### src/rtl/sci_pkg.sv
package sci_pkg;

    localparam int BUS_W    = 16;
    localparam int WORD_W   = 9;
    localparam int N_FLAGS  = 6;
    localparam int FRAME_W  = 11;

    // status flag positions
    localparam int F_TDRE = 0;
    localparam int F_TC   = 1;
    localparam int F_RDRF = 2;
    localparam int F_IDLE = 3;
    localparam int F_OVR  = 4;
    localparam int F_FE   = 5;

    typedef enum logic [1:0] {
        REG_CTRL = 2'd0,
        REG_BAUD = 2'd1,
        REG_STAT = 2'd2,
        REG_DATA = 2'd3
    } reg_sel_e;

    typedef struct packed {
        logic ilie;
        logic rie;
        logic tcie;
        logic tie;
        logic ext;
        logic nine;
        logic re;
        logic te;
    } ctrl_t;

    // index of the stop bit inside a frame (start bit is index 0)
    function automatic logic [3:0] stop_index(input logic nine);
        return nine ? 4'd10 : 4'd9;
    endfunction

    // number of high samples that make one idle frame
    function automatic logic [7:0] idle_samples(input logic nine);
        return nine ? 8'd176 : 8'd160;
    endfunction

    // serial image, bit 0 leaves first
    function automatic logic [FRAME_W-1:0] build_frame(input logic nine,
                                                       input logic [WORD_W-1:0] d);
        return {1'b1, (nine ? d[8] : 1'b1), d[7:0], 1'b0};
    endfunction

endpackage

### src/rtl/sci_baud.sv
module sci_baud
    import sci_pkg::*;
#(
    parameter int DIV_W   = BUS_W,
    parameter int SYNC_ST = 2
) (
    input  logic             clk,
    input  logic             rst,
    input  logic             use_ext,
    input  logic [DIV_W-1:0] div,
    input  logic             ext_clk,
    output logic             tick16
);

    localparam int SH_W = SYNC_ST + 1;

    logic [DIV_W-1:0] cnt;
    logic [SH_W-1:0]  ext_sh;
    logic             int_tick;
    logic             ext_tick;

    assign int_tick = (div <= DIV_W'(1)) || (cnt >= div - DIV_W'(1));
    assign ext_tick = ext_sh[SH_W-2] & ~ext_sh[SH_W-1];
    assign tick16   = use_ext ? ext_tick : int_tick;

    always_ff @(posedge clk) begin
        if (rst) begin
            cnt    <= '0;
            ext_sh <= '0;
        end else begin
            ext_sh <= {ext_sh[SH_W-2:0], ext_clk};
            if (use_ext || int_tick)
                cnt <= '0;
            else
                cnt <= cnt + DIV_W'(1);
        end
    end

endmodule

### src/rtl/sci_tx.sv
module sci_tx
    import sci_pkg::*;
(
    input  logic              clk,
    input  logic              rst,
    input  logic              tick,
    input  logic              en,
    input  logic              nine,
    input  logic              pend,
    input  logic [WORD_W-1:0] pend_data,
    output logic              take,
    output logic              done,
    output logic              txd
);

    logic               busy;
    logic [FRAME_W-1:0] sh;
    logic [3:0]         bitn;
    logic [3:0]         phase;
    logic               end_bit;
    logic               can_load;

    always_comb begin
        end_bit  = busy && tick && (phase == 4'd15) && (bitn == stop_index(nine));
        can_load = en && pend && (!busy || end_bit);
        take     = can_load;
        done     = end_bit && !can_load;
    end

    always_ff @(posedge clk) begin
        if (rst) begin
            busy  <= 1'b0;
            sh    <= '1;
            bitn  <= '0;
            phase <= '0;
        end else if (can_load) begin
            busy  <= 1'b1;
            sh    <= build_frame(nine, pend_data);
            bitn  <= '0;
            phase <= '0;
        end else if (end_bit) begin
            busy  <= 1'b0;
            sh    <= '1;
        end else if (busy && tick) begin
            phase <= phase + 4'd1;
            if (phase == 4'd15) begin
                sh   <= {1'b1, sh[FRAME_W-1:1]};
                bitn <= bitn + 4'd1;
            end
        end
    end

    assign txd = busy ? sh[0] : 1'b1;

endmodule

### src/rtl/sci_rx.sv
module sci_rx
    import sci_pkg::*;
(
    input  logic              clk,
    input  logic              rst,
    input  logic              tick,
    input  logic              en,
    input  logic              nine,
    input  logic              rxd,
    output logic              done,
    output logic              stop_ok,
    output logic [WORD_W-1:0] data,
    output logic              idle_hit
);

    logic              busy;
    logic [3:0]        phase;
    logic [3:0]        bitn;
    logic [1:0]        votes;
    logic [WORD_W-1:0] sh;
    logic [1:0]        run;
    logic [7:0]        idle_cnt;
    logic              armed;
    logic [2:0]        tally;
    logic              bit_val;
    logic              decide;
    logic              start_hit;

    always_comb begin
        tally     = {1'b0, votes} + {2'b00, rxd};
        bit_val   = tally >= 3'd2;
        decide    = busy && tick && (phase == 4'd8);
        done      = decide && (bitn == stop_index(nine));
        stop_ok   = bit_val;
        start_hit = en && !busy && tick && !rxd && (run == 2'd3);
        idle_hit  = en && tick && rxd && armed &&
                    (idle_cnt == idle_samples(nine) - 8'd1);
        data      = nine ? sh : {1'b0, sh[WORD_W-1:1]};
    end

    always_ff @(posedge clk) begin
        if (rst || !en) begin
            busy     <= 1'b0;
            phase    <= '0;
            bitn     <= '0;
            votes    <= '0;
            sh       <= '0;
            run      <= '0;
            idle_cnt <= '0;
            armed    <= 1'b0;
        end else if (tick) begin
            run <= rxd ? ((run == 2'd3) ? run : run + 2'd1) : 2'd0;
            if (!rxd)
                idle_cnt <= '0;
            else if (idle_cnt != idle_samples(nine))
                idle_cnt <= idle_cnt + 8'd1;
            if (idle_hit)
                armed <= 1'b0;

            if (start_hit) begin
                busy  <= 1'b1;
                phase <= 4'd1;
                bitn  <= '0;
                votes <= '0;
                armed <= 1'b1;
            end else if (busy) begin
                phase <= phase + 4'd1;
                if (phase == 4'd15)
                    bitn <= bitn + 4'd1;
                if (phase == 4'd6 || phase == 4'd7)
                    votes <= tally[1:0];
                if (decide) begin
                    votes <= '0;
                    if (bitn == 4'd0) begin
                        if (bit_val)
                            busy <= 1'b0;
                    end else if (done) begin
                        busy <= 1'b0;
                    end else begin
                        sh <= {bit_val, sh[WORD_W-1:1]};
                    end
                end
            end
        end
    end

endmodule

### src/rtl/sci_flag_bank.sv
module sci_flag_bank #(
    parameter int           N       = 6,
    parameter logic [N-1:0] RST_VAL = '0
) (
    input  logic         clk,
    input  logic         rst,
    input  logic [N-1:0] set,
    input  logic [N-1:0] consume,
    input  logic         probe,
    output logic [N-1:0] flag
);

    for (genvar i = 0; i < N; i++) begin : g_flag
        logic armed;
        always_ff @(posedge clk) begin
            if (rst) begin
                flag[i] <= RST_VAL[i];
                armed   <= 1'b0;
            end else begin
                if (set[i])
                    flag[i] <= 1'b1;
                else if (consume[i] && armed)
                    flag[i] <= 1'b0;
                if (probe)
                    armed <= flag[i];
                else if (consume[i])
                    armed <= 1'b0;
            end
        end
    end

endmodule

### src/rtl/sci_uart.sv
module sci_uart
    import sci_pkg::*;
#(
    parameter logic [BUS_W-1:0] RESET_DIV = 16'd4
) (
    input  logic             clk,
    input  logic             rst,
    input  logic             bus_rd,
    input  logic             bus_wr,
    input  logic [1:0]       bus_addr,
    input  logic [1:0]       bus_be,
    input  logic [BUS_W-1:0] bus_wdata,
    output logic [BUS_W-1:0] bus_rdata,
    input  logic             rxd,
    input  logic             ext_clk,
    output logic             txd,
    output logic             irq,
    output logic [5:0]       status
);

    localparam logic [N_FLAGS-1:0] FLAG_RST = N_FLAGS'((1 << F_TDRE) | (1 << F_TC));
    localparam logic [N_FLAGS-1:0] TX_GRP   = N_FLAGS'((1 << F_TDRE) | (1 << F_TC));
    localparam logic [N_FLAGS-1:0] RX_GRP   = ~TX_GRP;

    ctrl_t              ctrl;
    logic [BUS_W-1:0]   div_q;
    logic               pend;
    logic [WORD_W-1:0]  tx_buf;
    logic [WORD_W-1:0]  rx_q;
    logic [1:0]         rxd_sync;
    logic [N_FLAGS-1:0] flag_vec;
    logic [N_FLAGS-1:0] flag_set;
    logic [N_FLAGS-1:0] flag_use;
    reg_sel_e           sel;
    logic               rd_stat;
    logic               rd_data_lo;
    logic               wr_data_lo;
    logic               tick16;
    logic               tx_take;
    logic               tx_done;
    logic               rx_done;
    logic               rx_stop_ok;
    logic [WORD_W-1:0]  rx_word;
    logic               rx_idle;

    assign sel        = reg_sel_e'(bus_addr);
    assign rd_stat    = bus_rd && (sel == REG_STAT);
    assign rd_data_lo = bus_rd && (sel == REG_DATA) && bus_be[0];
    assign wr_data_lo = bus_wr && (sel == REG_DATA) && bus_be[0];

    sci_baud #(.DIV_W(BUS_W), .SYNC_ST(2)) u_baud (
        .clk     (clk),
        .rst     (rst),
        .use_ext (ctrl.ext),
        .div     (div_q),
        .ext_clk (ext_clk),
        .tick16  (tick16)
    );

    sci_tx u_tx (
        .clk       (clk),
        .rst       (rst),
        .tick      (tick16),
        .en        (ctrl.te),
        .nine      (ctrl.nine),
        .pend      (pend),
        .pend_data (tx_buf),
        .take      (tx_take),
        .done      (tx_done),
        .txd       (txd)
    );

    sci_rx u_rx (
        .clk      (clk),
        .rst      (rst),
        .tick     (tick16),
        .en       (ctrl.re),
        .nine     (ctrl.nine),
        .rxd      (rxd_sync[1]),
        .done     (rx_done),
        .stop_ok  (rx_stop_ok),
        .data     (rx_word),
        .idle_hit (rx_idle)
    );

    always_comb begin
        flag_set         = '0;
        flag_set[F_TDRE] = tx_take;
        flag_set[F_TC]   = tx_done;
        flag_set[F_RDRF] = rx_done && !flag_vec[F_RDRF];
        flag_set[F_IDLE] = rx_idle;
        flag_set[F_OVR]  = rx_done && flag_vec[F_RDRF];
        flag_set[F_FE]   = rx_done && !flag_vec[F_RDRF] && !rx_stop_ok;
        flag_use         = (wr_data_lo ? TX_GRP : '0) | (rd_data_lo ? RX_GRP : '0);
    end

    sci_flag_bank #(.N(N_FLAGS), .RST_VAL(FLAG_RST)) u_flags (
        .clk     (clk),
        .rst     (rst),
        .set     (flag_set),
        .consume (flag_use),
        .probe   (rd_stat),
        .flag    (flag_vec)
    );

    always_ff @(posedge clk) begin
        if (rst) begin
            ctrl     <= '0;
            div_q    <= RESET_DIV;
            pend     <= 1'b0;
            tx_buf   <= '0;
            rx_q     <= '0;
            rxd_sync <= 2'b11;
        end else begin
            rxd_sync <= {rxd_sync[0], rxd};
            if (bus_wr && sel == REG_CTRL && bus_be[0])
                ctrl <= ctrl_t'(bus_wdata[7:0]);
            if (bus_wr && sel == REG_BAUD) begin
                if (bus_be[0]) div_q[7:0]  <= bus_wdata[7:0];
                if (bus_be[1]) div_q[15:8] <= bus_wdata[15:8];
            end
            if (wr_data_lo) begin
                pend   <= 1'b1;
                tx_buf <= bus_wdata[WORD_W-1:0];
            end else if (tx_take) begin
                pend   <= 1'b0;
            end
            if (flag_set[F_RDRF])
                rx_q <= rx_word;
        end
    end

    always_comb begin
        bus_rdata = '0;
        if (bus_rd) begin
            case (sel)
                REG_CTRL: bus_rdata = {8'h00, ctrl};
                REG_BAUD: bus_rdata = div_q;
                REG_STAT: bus_rdata = {{(BUS_W-N_FLAGS){1'b0}}, flag_vec};
                default:  bus_rdata = {{(BUS_W-WORD_W){1'b0}}, rx_q};
            endcase
        end
    end

    assign irq = (ctrl.tie  && flag_vec[F_TDRE]) ||
                 (ctrl.tcie && flag_vec[F_TC])   ||
                 (ctrl.rie  && flag_vec[F_RDRF]) ||
                 (ctrl.ilie && flag_vec[F_IDLE]);

    assign status = flag_vec;

endmodule

### config.mk
export PLATFORM = sky130hd
export DESIGN_NAME = sci_uart
export DESIGN_NICKNAME = d
export VERILOG_FILES = /design/src/rtl/sci_pkg.sv /design/src/rtl/sci_baud.sv /design/src/rtl/sci_tx.sv /design/src/rtl/sci_rx.sv /design/src/rtl/sci_flag_bank.sv /design/src/rtl/sci_uart.sv
export SDC_FILE = /design/constraint.sdc
export NUM_CORES = 1
export LEC_CHECK = 0
export BUFFER_PORTS_ARGS = -buffer_cell sky130_fd_sc_hd__buf_2
export CELL_PAD_IN_SITES_DETAIL_PLACEMENT = 1
export CELL_PAD_IN_SITES_GLOBAL_PLACEMENT = 2
export CORE_MARGIN = 2
export CORE_UTILIZATION = 41
export CTS_BUF_LIST = sky130_fd_sc_hd__clkbuf_8
export DETAILED_ROUTE_END_ITERATION = 6
export PLACE_DENSITY_LB_ADDON = 0.1
export SKIP_CTS_REPAIR_TIMING = 1
export SYNTH_ARGS = -nofsm -noshare
export SYNTH_HDL_FRONTEND = slang
export SYNTH_SLANG_ARGS = --single-unit
export TNS_END_PERCENT = 5
### constraint.sdc
create_clock -name clk -period 12.4 [get_ports clk]
set_input_delay 0.62 -clock clk [delete_from_list [all_inputs] [get_ports clk]]
set_output_delay 0.62 -clock clk [all_outputs]
set_load 0.02 [all_outputs]
==> results of run 1 <==
[worst paths after layout]
kind	slack, ns	end	from
min reg2reg	0.44	rxd_sync[1]	rxd_sync[0]
max	7.80	u_tx.sh[4]	div_q[7]
min	0.39	rxd_sync[0]	rxd
max reg2reg	7.80	u_tx.sh[4]	div_q[7]
[worst max-delay path: stages, from the launching register on]
cell and delay, ns:
dfxtp_1 0.38, or4_4 0.57, or3_4 0.35, or3_4 0.35, nor2_1 0.13, xnor2_1 0.13
ha_1 0.27, and4_1 0.19, a2111oi_0 0.42, o21ai_1 0.53, o211a_1 0.42, a21oi_1 0.55
a221o_1 0.27
[power groups by stage]
stage                     logic (mW)  clock network (mW)  registers, mW
after floorplan               0.0458                   0          0.423
after global placement        0.0628                   0          0.425
after detailed placement      0.0651                   0          0.425
after CTS                     0.0658               0.422          0.416
after global routing          0.0718               0.440          0.416
final                         0.0651               0.411          0.415
[synthesized netlist by cell type, types with 4 or more instances]
| master | n |
|---|---|
| inv_1 | 20 |
| nand2_1 | 114 |
| o21ai_0 | 38 |
| and2_1 | 11 |
| a21oi_1 | 82 |
| o31ai_1 | 5 |
| a221o_1 | 8 |
| nor2_1 | 69 |
| clkbuf_1 | 29 |
| xnor2_1 | 19 |
| ha_1 | 32 |
| dfxtp_1 | 126 |
| nand4_1 | 6 |
| o21bai_1 | 8 |
| nor2b_1 | 7 |
| mux4_2 | 6 |
| nor3_1 | 11 |
| mux2i_1 | 14 |
| a22oi_1 | 9 |
| nand2b_1 | 5 |
| nand3b_1 | 4 |
| a211oi_1 | 4 |
| nand3_1 | 33 |
| xor2_1 | 15 |
| or4_1 | 7 |
| and3_1 | 16 |
| o211ai_1 | 4 |
| a311oi_1 | 9 |
| or3_1 | 10 |
| or2_2 | 4 |
| buf_2 | 4 |
[routing by layer]
layer / part of all wire [%] / wire length (um) / track usage [%]
met4: 0.83 / 155 / 5.756
met2: 49 / 9269 / 40.56
met1: 46 / 8613 / 29.57
met5: 0 / 0 / 0
met3: 3.8 / 721 / 4.469
[cells by family (layout without fill, tap and decap cells)]
family	count (synthesis)	count (layout)
AND/OR/NAND/NOR	312	312
flip-flops	126	126
multiplexers	20	20
XOR/XNOR	34	34
AO/OA/AOI/OAI	195	195
buffers and inverters	62	109
adder cells (fa/ha/maj)	32	32
[registers in the layout, summed over array words and instances (netlist names), 6 cells and up]
register and flops:
rx_q 9, u_flags.g_flag.armed 6, div_q 16, u_rx.idle_cnt 8
tx_buf 9, u_baud.cnt 16, ctrl 8, u_flags.flag 6
u_rx.sh 9, u_tx.sh 10
[layout make-up]
cell class	count	area (um^2)	area share, %
clock inverter	12	181.4	2.478
timing repair buffer	56	297.8	4.067
sequential	126	2522	34.45
tap	211	264.0	3.606
multi-input combinational	593	3702	50.56
clock buffer	20	275.3	3.759
inverter	21	78.83	1.077
[metrics by stage]
| stage | std cells | hold WS [ns] | setup slack, ns |
|---|---|---|---|
| after floorplan | 781 | 0.3895 | 8.493 |
| after global placement | 1007 | 0.4067 | 7.972 |
| after detailed placement | 1007 | 0.4135 | 7.874 |
| after CTS | 1039 | 0.3836 | 7.826 |
| after global routing | 1039 | 0.3774 | 7.464 |
| final | 1039 | 0.3933 | 7.797 |
==> summary.txt, run 1 <==
Status
  – Outcome: complete, no violations

Layout
  – Layout area overhead: 12.84%
  – Layout fillers: roughly 1.8k
  – Most frequent cells in the layout: dfxtp_1 (126), nand2_1 (114), a21oi_1 (82)
  – Post-route cell area: 0.007322 mm^2
  – Fraction of layout cells with a size suffix above 1: 13.29%
  – Nets@finish: between 800 and 900
  – Antenna cells: 0
  – Final Core Density: 47.81%
  – Most common cell after layout, fill and taps aside: dfxtp_1

Floorplan
  – Die width: 129.8 um
  – Die area: between 0.015 and 0.02 mm^2
  – Starting Density: 42.37%
  – FP Rows: 45
  – Core area: 0.01531 mm^2
  – Die Y: 129.8 um
  – I/O pin total: 50

Synth
  – Register area share after synthesis: 38.87%
  – Number of distinct library cells after synthesis: 63
  – Post-Synth XOR/XNOR Area: between 4 and 5%
  – Post-Synth Adder-Cell Area: 6.170%
  – EDFF count, synth: 0
  – Ys async rst share: 0%
  – Post-synthesis mux area share: 4.242%
  – Main flop type after synthesis: dfxtp_1
  – Synthesized cell area: 0.006489 mm^2
  – Post-synthesis compound-gate area fraction: 19.05%
  – Syn avg cell area: 8.308 um^2
  – Largest area contributor in the netlist: dfxtp_1
  – Area contributors post-synth: dfxtp_1 (39%), nand2_1 (6.6%), a21oi_1 (6.3%)
  – Post-Synth Simple-Gate Area: a little under a quarter
  – Largest family of logic cells by synthesized area: simple AND/OR/NAND/NOR gates
  – Post-Syn Nets: between 800 and 900
  – Flip-flop and latch count after synthesis: 126
  – Yosys warns: 0
  – Cell count after synthesis: 781
  – Synth top area share: around 39%

Placed design
  – IO Port Bufs: 49
  – DP HPWL: 13780 um
  – Final Wtd Congestion: 0.8318
  – Placed Instance Area: 0.006865 mm^2

STA
  – Fmax: around 220 MHz
  – RSZ-0062 raised after global routing: false
  – Slew HR: between 20% and 30%
  – Final setup violation count: 0
  – Crit path time final: 4.603 ns
  – Actual slew at the worst max-slew pin: between 1 and 1.5 ns
  – Fin crit share: 37.12%
  – Worst-case clock skew: 0.01183 ns
  – Max Slew Vio Count: 0
  – Setup tns final: 0 ns
  – Final Hold Vio Count: 0

Hold path
  – Cells on Worst Hold Path: 2
  – Hold Crit Class: in -> reg

Clocking
  – Clk_lat worst skew: 0.45 ns
  – Max H-tree Level: 4
  – Max Buffers Root-to-Sink: 2
  – Clock tree sinks: ~130
  – Clk pin slew, worst setup/hold paths: 0.08 ns
  – Clock root buffer master: clkbuf_8
  – CTS tree: yes
  – Total CTS buffers: 17

Pwr
  – PwrDens: 121.8 mW/mm^2
  – Power Total: 891.9 uW
  – Leak: 2.637 nW
  – Peak supply drop: 0.06863 mV
  – Sw Share: 24.96%
  – Gate power share: 7.3%
  – Flop pwr share: 46.6%
  – Internal: roughly 670 uW
  – Clk pwr share: 46.1%
  – Switching pwr: ~220 uW

Critical path
  – CP required: 12.79 ns
  – Nature of the critical path startpoint: flop
  – CP max FO: 12
  – Critical path endpoint category: flop
  – WS Path Type: reg -> reg
  – Path depth of the worst reg2reg path: 12
  – Critical Path AT: about 5 ns

Detailed routing
  – Post-DRT Antenna Nets: 0
  – Starting DRT DRC Count: 249
  – DR pass1 iterations: 4
  – DRC viols: 0
  – Drt wl/cell: between 15 and 20 um
  – Vias/cell: 5.515
  – DRT Wirelength: about 19000 um
  – Vias: 5730

Global route
  – Global-route wire length before repair: 30510 um
  – Vias in the first global route: about 6k
  – Gr usage total: 23.21%
  – Largest net degree at the start of global routing: 73
  – Total gr overflow: 0
  – Initial antenna violation count: 0

Run
  – Max-cap violations: 0
Note: power is estimated with default switching activity, not from simulation.
==> run 2: changes to the inputs <==
CORE_UTILIZATION = 34   (was 41)
clock period = 3.9 ns   (was 12.4 ns; I/O delays follow)
==> run 2 against run 1 <==
Effect of this change:
- the flow now finishes with violations (negative hold slack)
- design area is 7.6% higher
- cell count is 6.4% higher
- non-clock buffer count grew 44
- critical path depth increased by 4
- worst hold slack lost 0.40 ns
- routed wire length rose by 9.0%
- sequential power rose to 3.2 times the previous value
- clock skew hardly changed
- utilization down 5.7 points
- clock power rose to 3.6 times the previous value
- count of clock-buffer cells in the layout stayed put
==> summary.txt, run 2 (synthesis results as in run 1) <==
Placed design
  – IO Port Bufs: 49 (unchanged)
  – DP Cell Count: 1058 (+5.1%)
  – Placed Instance Area: 0.007142 mm^2 (+4.0%)
  – DP HPWL: 15010 um (+8.9%)
  – Final Wtd Congestion: 0.8513 (+2.3%)

Critical path
  – CP max stage delay: 0.54 ns (-0.03 ns)
  – Critical path endpoint category: flop
  – Bufs and invs on worst path: 5 (+5)
  – Critical Path AT: 4.21 ns (-0.78 ns)
  – WS Path Type: reg -> reg
  – Nature of the critical path startpoint: flop
  – Path depth of the worst reg2reg path: 16 (+4)
  – Worst r2r dst: u_rx.phase[1]
  – CP max FO: 8 (-4)
  – Reg2reg start: div_q[7]
  – R2R setup slack: 0.07 ns (-7.72 ns)
  – Cell count along the critical path: 16 (+4)
  – CP dominant cell by count: buf_4
  – CP required: 4.29 ns (-8.50 ns)
  – Crit path cell chain: or4_4 -> or3_4 -> or3_4 -> nor2_2 -> xnor2_1 -> ha_1 -> buf_4 -> a2111oi_2 -> buf_4 -> o21ai_4 -> buf_6 -> o211ai_1 -> buf_4 -> buf_4 -> nand2_1 -> a21oi_1
  – Cell family with most CP delay: simple AND/OR/NAND/NOR gates
  – Critical Path End: u_rx.phase[1]
  – Worst Setup SP: div_q[7]
  – Slowest stage cell, crit path: or4_4

Clocking
  – Max Buffers Root-to-Sink: 2 (unchanged)
  – CTS tree: yes
  – Max H-tree Level: 4 (unchanged)
  – Clock root buffer master: clkbuf_8
  – Clock tree sinks: 126 (unchanged)
  – Clk_lat worst skew: 0.45 ns (about the same)
  – Total CTS buffers: 17 (unchanged)
  – Clk pin slew, worst setup/hold paths: 0.08 ns (about the same)

STA
  – RSZ-0062 raised after global routing: true
  – Crit path time final: 3.827 ns (-0.7755 ns)
  – Slew HR: 33.48% (+9.9 points)
  – Setup tns final: 0 ns (unchanged)
  – Fmax: 261.3 MHz (+20%)
  – Worst hold margin: -0.007020 ns (-0.4004 ns)
  – Worst-case clock skew: 0.01210 ns (+0.0002662 ns)
  – Max Slew Vio Count: 0 (unchanged)
  – Final Hold Vio Count: 1 (+1)
  – Fin crit share: 98.13% (+61 points)
  – Actual slew at the worst max-slew pin: 0.9941 ns (-0.1444 ns)
  – Final setup violation count: 0 (unchanged)

Floorplan
  – Starting Density: 34.69% (-7.7 points)
  – Die area: 0.02021 mm^2 (+20%)
  – I/O pin total: 50 (unchanged)
  – FP Rows: 50 (+11%)
  – Core area: 0.01871 mm^2 (+22%)
  – Die width: 142.1 um (+9.5%)
  – Die Y: 142.1 um (+9.5%)

Status
  – Failing checks: negative hold slack
  – Outcome: finished with violations

Global route
  – Initial antenna violation count: 0 (unchanged)
  – Total gr overflow: 0 (unchanged)
  – Vias in the first global route: 6152 (+2.0%)
  – Gr usage total: 20.92% (-2.3 points)
  – Largest net degree at the start of global routing: 72 (-1.4%)
  – Global-route wire length before repair: 32710 um (+7.2%)

Pwr
  – Leak: 2.895 nW (+9.8%)
  – PwrDens: 385.3 mW/mm^2 (+220%)
  – Peak supply drop: 0.2146 mV (+210%)

Detailed routing
  – Starting DRT DRC Count: 291 (+17%)
  – Post-DRT Antenna Nets: 0 (unchanged)
  – DRT Wirelength: 20450 um (+9.0%)
  – DR pass1 iterations: 5 (+1)
  – Vias: 5945 (+3.8%)
  – Vias/cell: 5.375 (-2.5%)
  – Drt wl/cell: 18.49 um (+2.4%)
  – DRC viols: 0 (unchanged)

Layout
  – Non-Filler Instances: 1106 (+6.4%)
  – Most frequent cells in the layout: dfxtp_1 (126), nand2_1 (114), a21oi_1 (78)
  – Antenna cells: 0 (unchanged)
  – Fraction of layout cells with a size suffix above 1: 18.12% (+4.8 points)
  – Layout fillers: 2219 (+21%)
  – Top flop regs: div_q x16, u_baud.cnt x16, u_tx.sh x10
  – Nets@finish: 917 (+5.0%)
  – Most common cell after layout, fill and taps aside: dfxtp_1
  – Layout area overhead: 21.42%
  – Post-route cell area: 0.007879 mm^2 (+7.6%)

Run
  – Max-cap violations: 0 (unchanged)

Hold path
  – Hold Crit Class: in -> reg
## run 2: changes by cell type in the layout (fill, tap and decap cells not counted), sizes merged
cell and delta:
buf +33, dlygate4sd3 +11, bufinv +2, clkinvlp -2
## run 2: worst min-delay path, cell delays in order
cell     delay, ns
buf_2         0.10
nand2_1       0.05
a21oi_1       0.05
## run 2: report_power, final
part           internal [mW]  leakage, nW  switching [mW]
Combinational          0.110         1.63           0.149
Clock                  0.883        0.246           0.574
Sequential              1.30         1.02          0.0171
## run 2: cell type report
type                       count  area [um^2]  area share, %
clock inverter                12        230.2          2.922
multi-input combinational    593         3781          47.99
tap                          234        292.8          3.716
timing repair buffer         100        698.2          8.861
sequential                   126         2522          32.02
inverter                      21        78.83          1.000
clock buffer                  20        275.3          3.494
## run 2: worst min-delay path by stage
stage	start	to	slack (ns)	depth (start not counted)
CTS	rxd	rxd_sync[0]	-0.09	2
finish	bus_wdata[9]	div_q[9]	-0.007	3
detailed placement	rxd	rxd_sync[0]	0.40	2
global placement	rxd_sync[0]	rxd_sync[1]	0.41	1
floorplan	rxd	rxd_sync[0]	0.30	1
global route	bus_wdata[9]	div_q[9]	0.0009	3
## run 2: metrics by stage
step | worst slack [ns] | hold WS (ns) | util, % | total power [mW]
floorplan | 0.06110 | 0.2988 | - | 1.490
global placement | 0.05427 | 0.4065 | 38.18 | 1.587
global route | -0.1186 | 0.0008841 | 42.12 | 3.167
CTS | -0.08735 | -0.08963 | 40.88 | 3.064
detailed placement | -0.01133 | 0.4018 | 38.18 | 1.594
finish | 0.07274 | -0.007020 | 42.12 | 3.036
## run 2: per-layer routing
metal	track usage, %	up-vias	share of wire, %
met1	26.02	2909	45
met4	7.105	0	1.8
li1	-	2927	-
met5	0	-	0
met3	3.701	21	3.2
met2	36.51	88	50
==> run 3: changes to the inputs <==
ABC_AREA = 1   (was unset)
CORE_MARGIN = 5   (was 2)
CORE_UTILIZATION = 32   (was 34)
==> run 3 against run 2 <==
Effect of this change:
- the flow now finishes without violations
- clock skew down 0.0017 ns
- critical endpoint is now u_flags.flag[0]
- global-route usage down 4.2 points
- sequential share of layout area up 0.94 points
- worst hold slack better by 0.042 ns
- flip-flop and latch count unchanged
- register-to-register slack better by 0.31 ns
- sequential power about the same
- maximum frequency up 8.9%
- synthesized cell count up 18%
- total power down 7.8%
- critical path type unchanged
- cell count up 14%
- utilization down 4.3 points
==> summary.txt, run 3 <==
Critical path
  – Critical path endpoint category: flop
  – CP required: 4.24 ns (-0.05 ns)
  – WS Path Type: reg -> reg
  – Cell family with most CP delay: simple AND/OR/NAND/NOR gates
  – Crit path cell chain: inv_1 -> ha_2 -> nand2_1 -> nor4_4 -> inv_1 -> or3_1 -> nor2_1 -> xor2_1 -> inv_1 -> ha_1 -> a31oi_1 -> o211ai_2 -> inv_2 -> nand2_4 -> nand4_2 -> nand2_2 -> nand2_1 -> nand2_4 -> or2_1
  – CP dominant cell by count: inv_1
  – Nature of the critical path startpoint: flop
  – Critical Path AT: 3.85 ns (-0.36 ns)
  – CP max FO: 10 (+2)
  – Bufs and invs on worst path: 4 (-1)
  – Slowest stage cell, crit path: or3_1
  – CP max stage delay: 0.35 ns (-0.19 ns)

Synth
  – Cell count after synthesis: 920 (+18%)
  – Synthesized cell area: 0.006596 mm^2 (+1.7%)
  – Post-Syn Nets: 978 (+17%)
  – Largest area contributor in the netlist: dfxtp_1
  – Most common library cells after synthesis: nand2_1 (164), dfxtp_1 (126), inv_1 (119), nor2_1 (107), a21oi_1 (86)
  – Post-synthesis mux area share: 0% (-4.2 points)
  – Register area share after synthesis: 38.24% (-0.63 points)
  – Post-Synth XOR/XNOR Area: 3.319% (-1.3 points)
  – Number of distinct library cells after synthesis: 51 (-19%)
  – Area contributors post-synth: dfxtp_1 (38%), nand2_1 (9.3%), inv_1 (6.8%)
  – Ys async rst share: 0% (unchanged)
  – Flip-flop and latch count after synthesis: 126 (unchanged)
  – Synth top area share: 38.24% (-0.63 points)
  – Post-Synth Simple-Gate Area: 26.95% (+3.9 points)
  – Yosys warns: 0 (unchanged)
  – Most instantiated library cell after synthesis: nand2_1
  – Post-Synth Adder-Cell Area: 6.070% (-0.10 points)
  – Largest family of logic cells by synthesized area: simple AND/OR/NAND/NOR gates
  – Main flop type after synthesis: dfxtp_1
  – Post-synthesis compound-gate area fraction: 15.84% (-3.2 points)
  – EDFF count, synth: 0 (unchanged)
  – Syn avg cell area: 7.170 um^2 (-14%)

STA
  – Fin crit share: 90.14% (-8.0 points)
  – Fmax: 284.4 MHz (+8.9%)
  – Actual slew at the worst max-slew pin: 0.7433 ns (-0.2508 ns)
  – Setup tns final: 0 ns (unchanged)
  – Worst-case clock skew: 0.01044 ns (-0.001659 ns)
  – Final Hold Vio Count: 0 (-1)
  – Final setup violation count: 0 (unchanged)
  – RSZ-0062 raised after global routing: true
  – Final WS setup: 0.3844 ns (+0.3117 ns)
  – Max Slew Vio Count: 0 (unchanged)
  – Slew HR: 50.11% (+17 points)
  – Crit path time final: 3.516 ns (-0.3117 ns)

Global route
  – Gr usage total: 16.72% (-4.2 points)
  – Largest net degree at the start of global routing: 47 (-35%)
  – Initial antenna violation count: 0 (unchanged)
  – Vias in the first global route: 6150 (-0.033%)
  – Total gr overflow: 0 (unchanged)
  – Global-route wire length before repair: 32060 um (-2.0%)

Pwr
  – PwrDens: 365.8 mW/mm^2 (-5.1%)
  – Leak: 3.185 nW (+10%)
  – Peak supply drop: 0.1757 mV (-18%)

Placed design
  – IO Port Bufs: 49 (unchanged)
  – DP HPWL: 14770 um (-1.6%)
  – Worst slack at placement: 0.2149 ns (+0.2262 ns)
  – DP Cell Count: 1231 (+16%)
  – Final Wtd Congestion: 0.7722 (-9.3%)
  – Placed Instance Area: 0.007184 mm^2 (+0.60%)

Layout
  – Nets@finish: 1040 (+13%)
  – Non-Filler Instances: 1265 (+14%)
  – Top flop regs: div_q x16, u_baud.cnt x16, u_tx.sh x10
  – Antenna cells: 0 (unchanged)
  – Most frequent cells in the layout: nand2_1 (164), dfxtp_1 (126), inv_1 (119)
  – Layout fillers: 2564 (+16%)
  – Final Core Density: 37.82% (-4.3 points)
  – Layout area overhead: 16.03%
  – Fraction of layout cells with a size suffix above 1: 13.47% (-4.7 points)
  – Post-route cell area: 0.007654 mm^2 (-2.9%)
  – Most common cell after layout, fill and taps aside: nand2_1

Status
  – Outcome: complete, no violations

Detailed routing
  – DR pass1 iterations: 6 (+1)
  – DRT Wirelength: 19320 um (-5.5%)
  – Drt wl/cell: 15.27 um (-17%)
  – Post-DRT Antenna Nets: 0 (unchanged)
  – Vias/cell: 4.785 (-11%)
  – Vias: 6053 (+1.8%)
  – DRC viols: 0 (unchanged)
  – Starting DRT DRC Count: 217 (-25%)

Clocking
  – Clk pin slew, worst setup/hold paths: 0.08 ns (about the same)
  – Clk_lat worst skew: 0.44 ns (about the same)
  – Clock tree sinks: 126 (unchanged)
  – Max H-tree Level: 4 (unchanged)
  – Clock root buffer master: clkbuf_8
  – Max Buffers Root-to-Sink: 2 (unchanged)
  – CTS tree: yes
  – Total CTS buffers: 17 (unchanged)

Floorplan
  – I/O pin total: 50 (unchanged)
  – Core area: 0.02023 mm^2 (+8.2%)
  – Starting Density: 32.60% (-2.1 points)
  – Die width: 153.6 um (+8.0%)
  – FP Rows: 52 (+4.0%)
  – Die Y: 153.6 um (+8.0%)
  – Die area: 0.02359 mm^2 (+17%)

Hold path
  – Hold Crit Class: in -> reg

Run
  – Max-cap violations: 0 (unchanged)
==> run 3: final cells by class <==
type / instances / area, um^2 / area share, %
multi-input combinational: 637 / 3476 / 45.41
sequential: 126 / 2522 / 32.96
inverter: 130 / 494.2 / 6.457
timing repair buffer: 70 / 407.9 / 5.329
tap: 270 / 337.8 / 4.414
clock buffer: 18 / 247.7 / 3.237
clock inverter: 14 / 167.7 / 2.191
==> run 3: through the flow <==
step                      total power, mW  hold slack (ns)
after floorplan                     1.521           0.2988
after global placement              1.615           0.3888
after detailed placement            1.616           0.3823
after CTS                           2.851         -0.09042
after global routing                2.944          0.01396
final                               2.800          0.03477
==> run 3: final timing paths <==
path	startpoint	to	slack [ns]	cells after the start
hold / removal	bus_wdata[13]	div_q[13]	0.03	3
hold reg to reg	rxd_sync[0]	rxd_sync[1]	0.41	1
setup reg to reg	div_q[1]	u_flags.flag[0]	0.38	19
setup / recovery	div_q[1]	u_flags.flag[0]	0.38	19
==> run 3: power breakdown <==
part | switching [mW] | internal (mW) | total (mW)
combinational | 0.175 | 0.0846 | 0.260
sequential | 0.0179 | 1.31 | 1.33
clock | 0.567 | 0.647 | 1.21
total | 0.761 | 2.04 | 2.80
==> run 3: cells by family (layout without fill, tap and decap cells) <==
kind of cell / count (synthesis) / count (layout)
AO/OA/AOI/OAI: 186 / 186
XOR/XNOR: 25 / 25
adder cells (fa/ha/maj): 32 / 32
buffers and inverters: 157 / 232
flip-flops: 126 / 126
AND/OR/NAND/NOR: 394 / 394
==> run 3: worst reg2reg max path, delay by kind of cell, from the launching register on <==
kind                     cells  cell delay, ns
AND/OR/NAND/NOR             10            1.72
buffers and inverters        4            0.38
flip-flops                   1            0.31
AO/OA/AOI/OAI                2            0.33
XOR/XNOR                     1            0.15
adder cells (fa/ha/maj)      2            0.53
==> run 3: layer usage <==
layer | routed length [um] | vias to the layer above | global-route usage (%)
li1 | - | 3144 | -
met1 | 9681 | 2844 | 22.63
met2 | 9066 | 55 | 27.87
met3 | 451 | 10 | 3.541
met4 | 119 | 0 | 3.028
met5 | 0 | - | 0
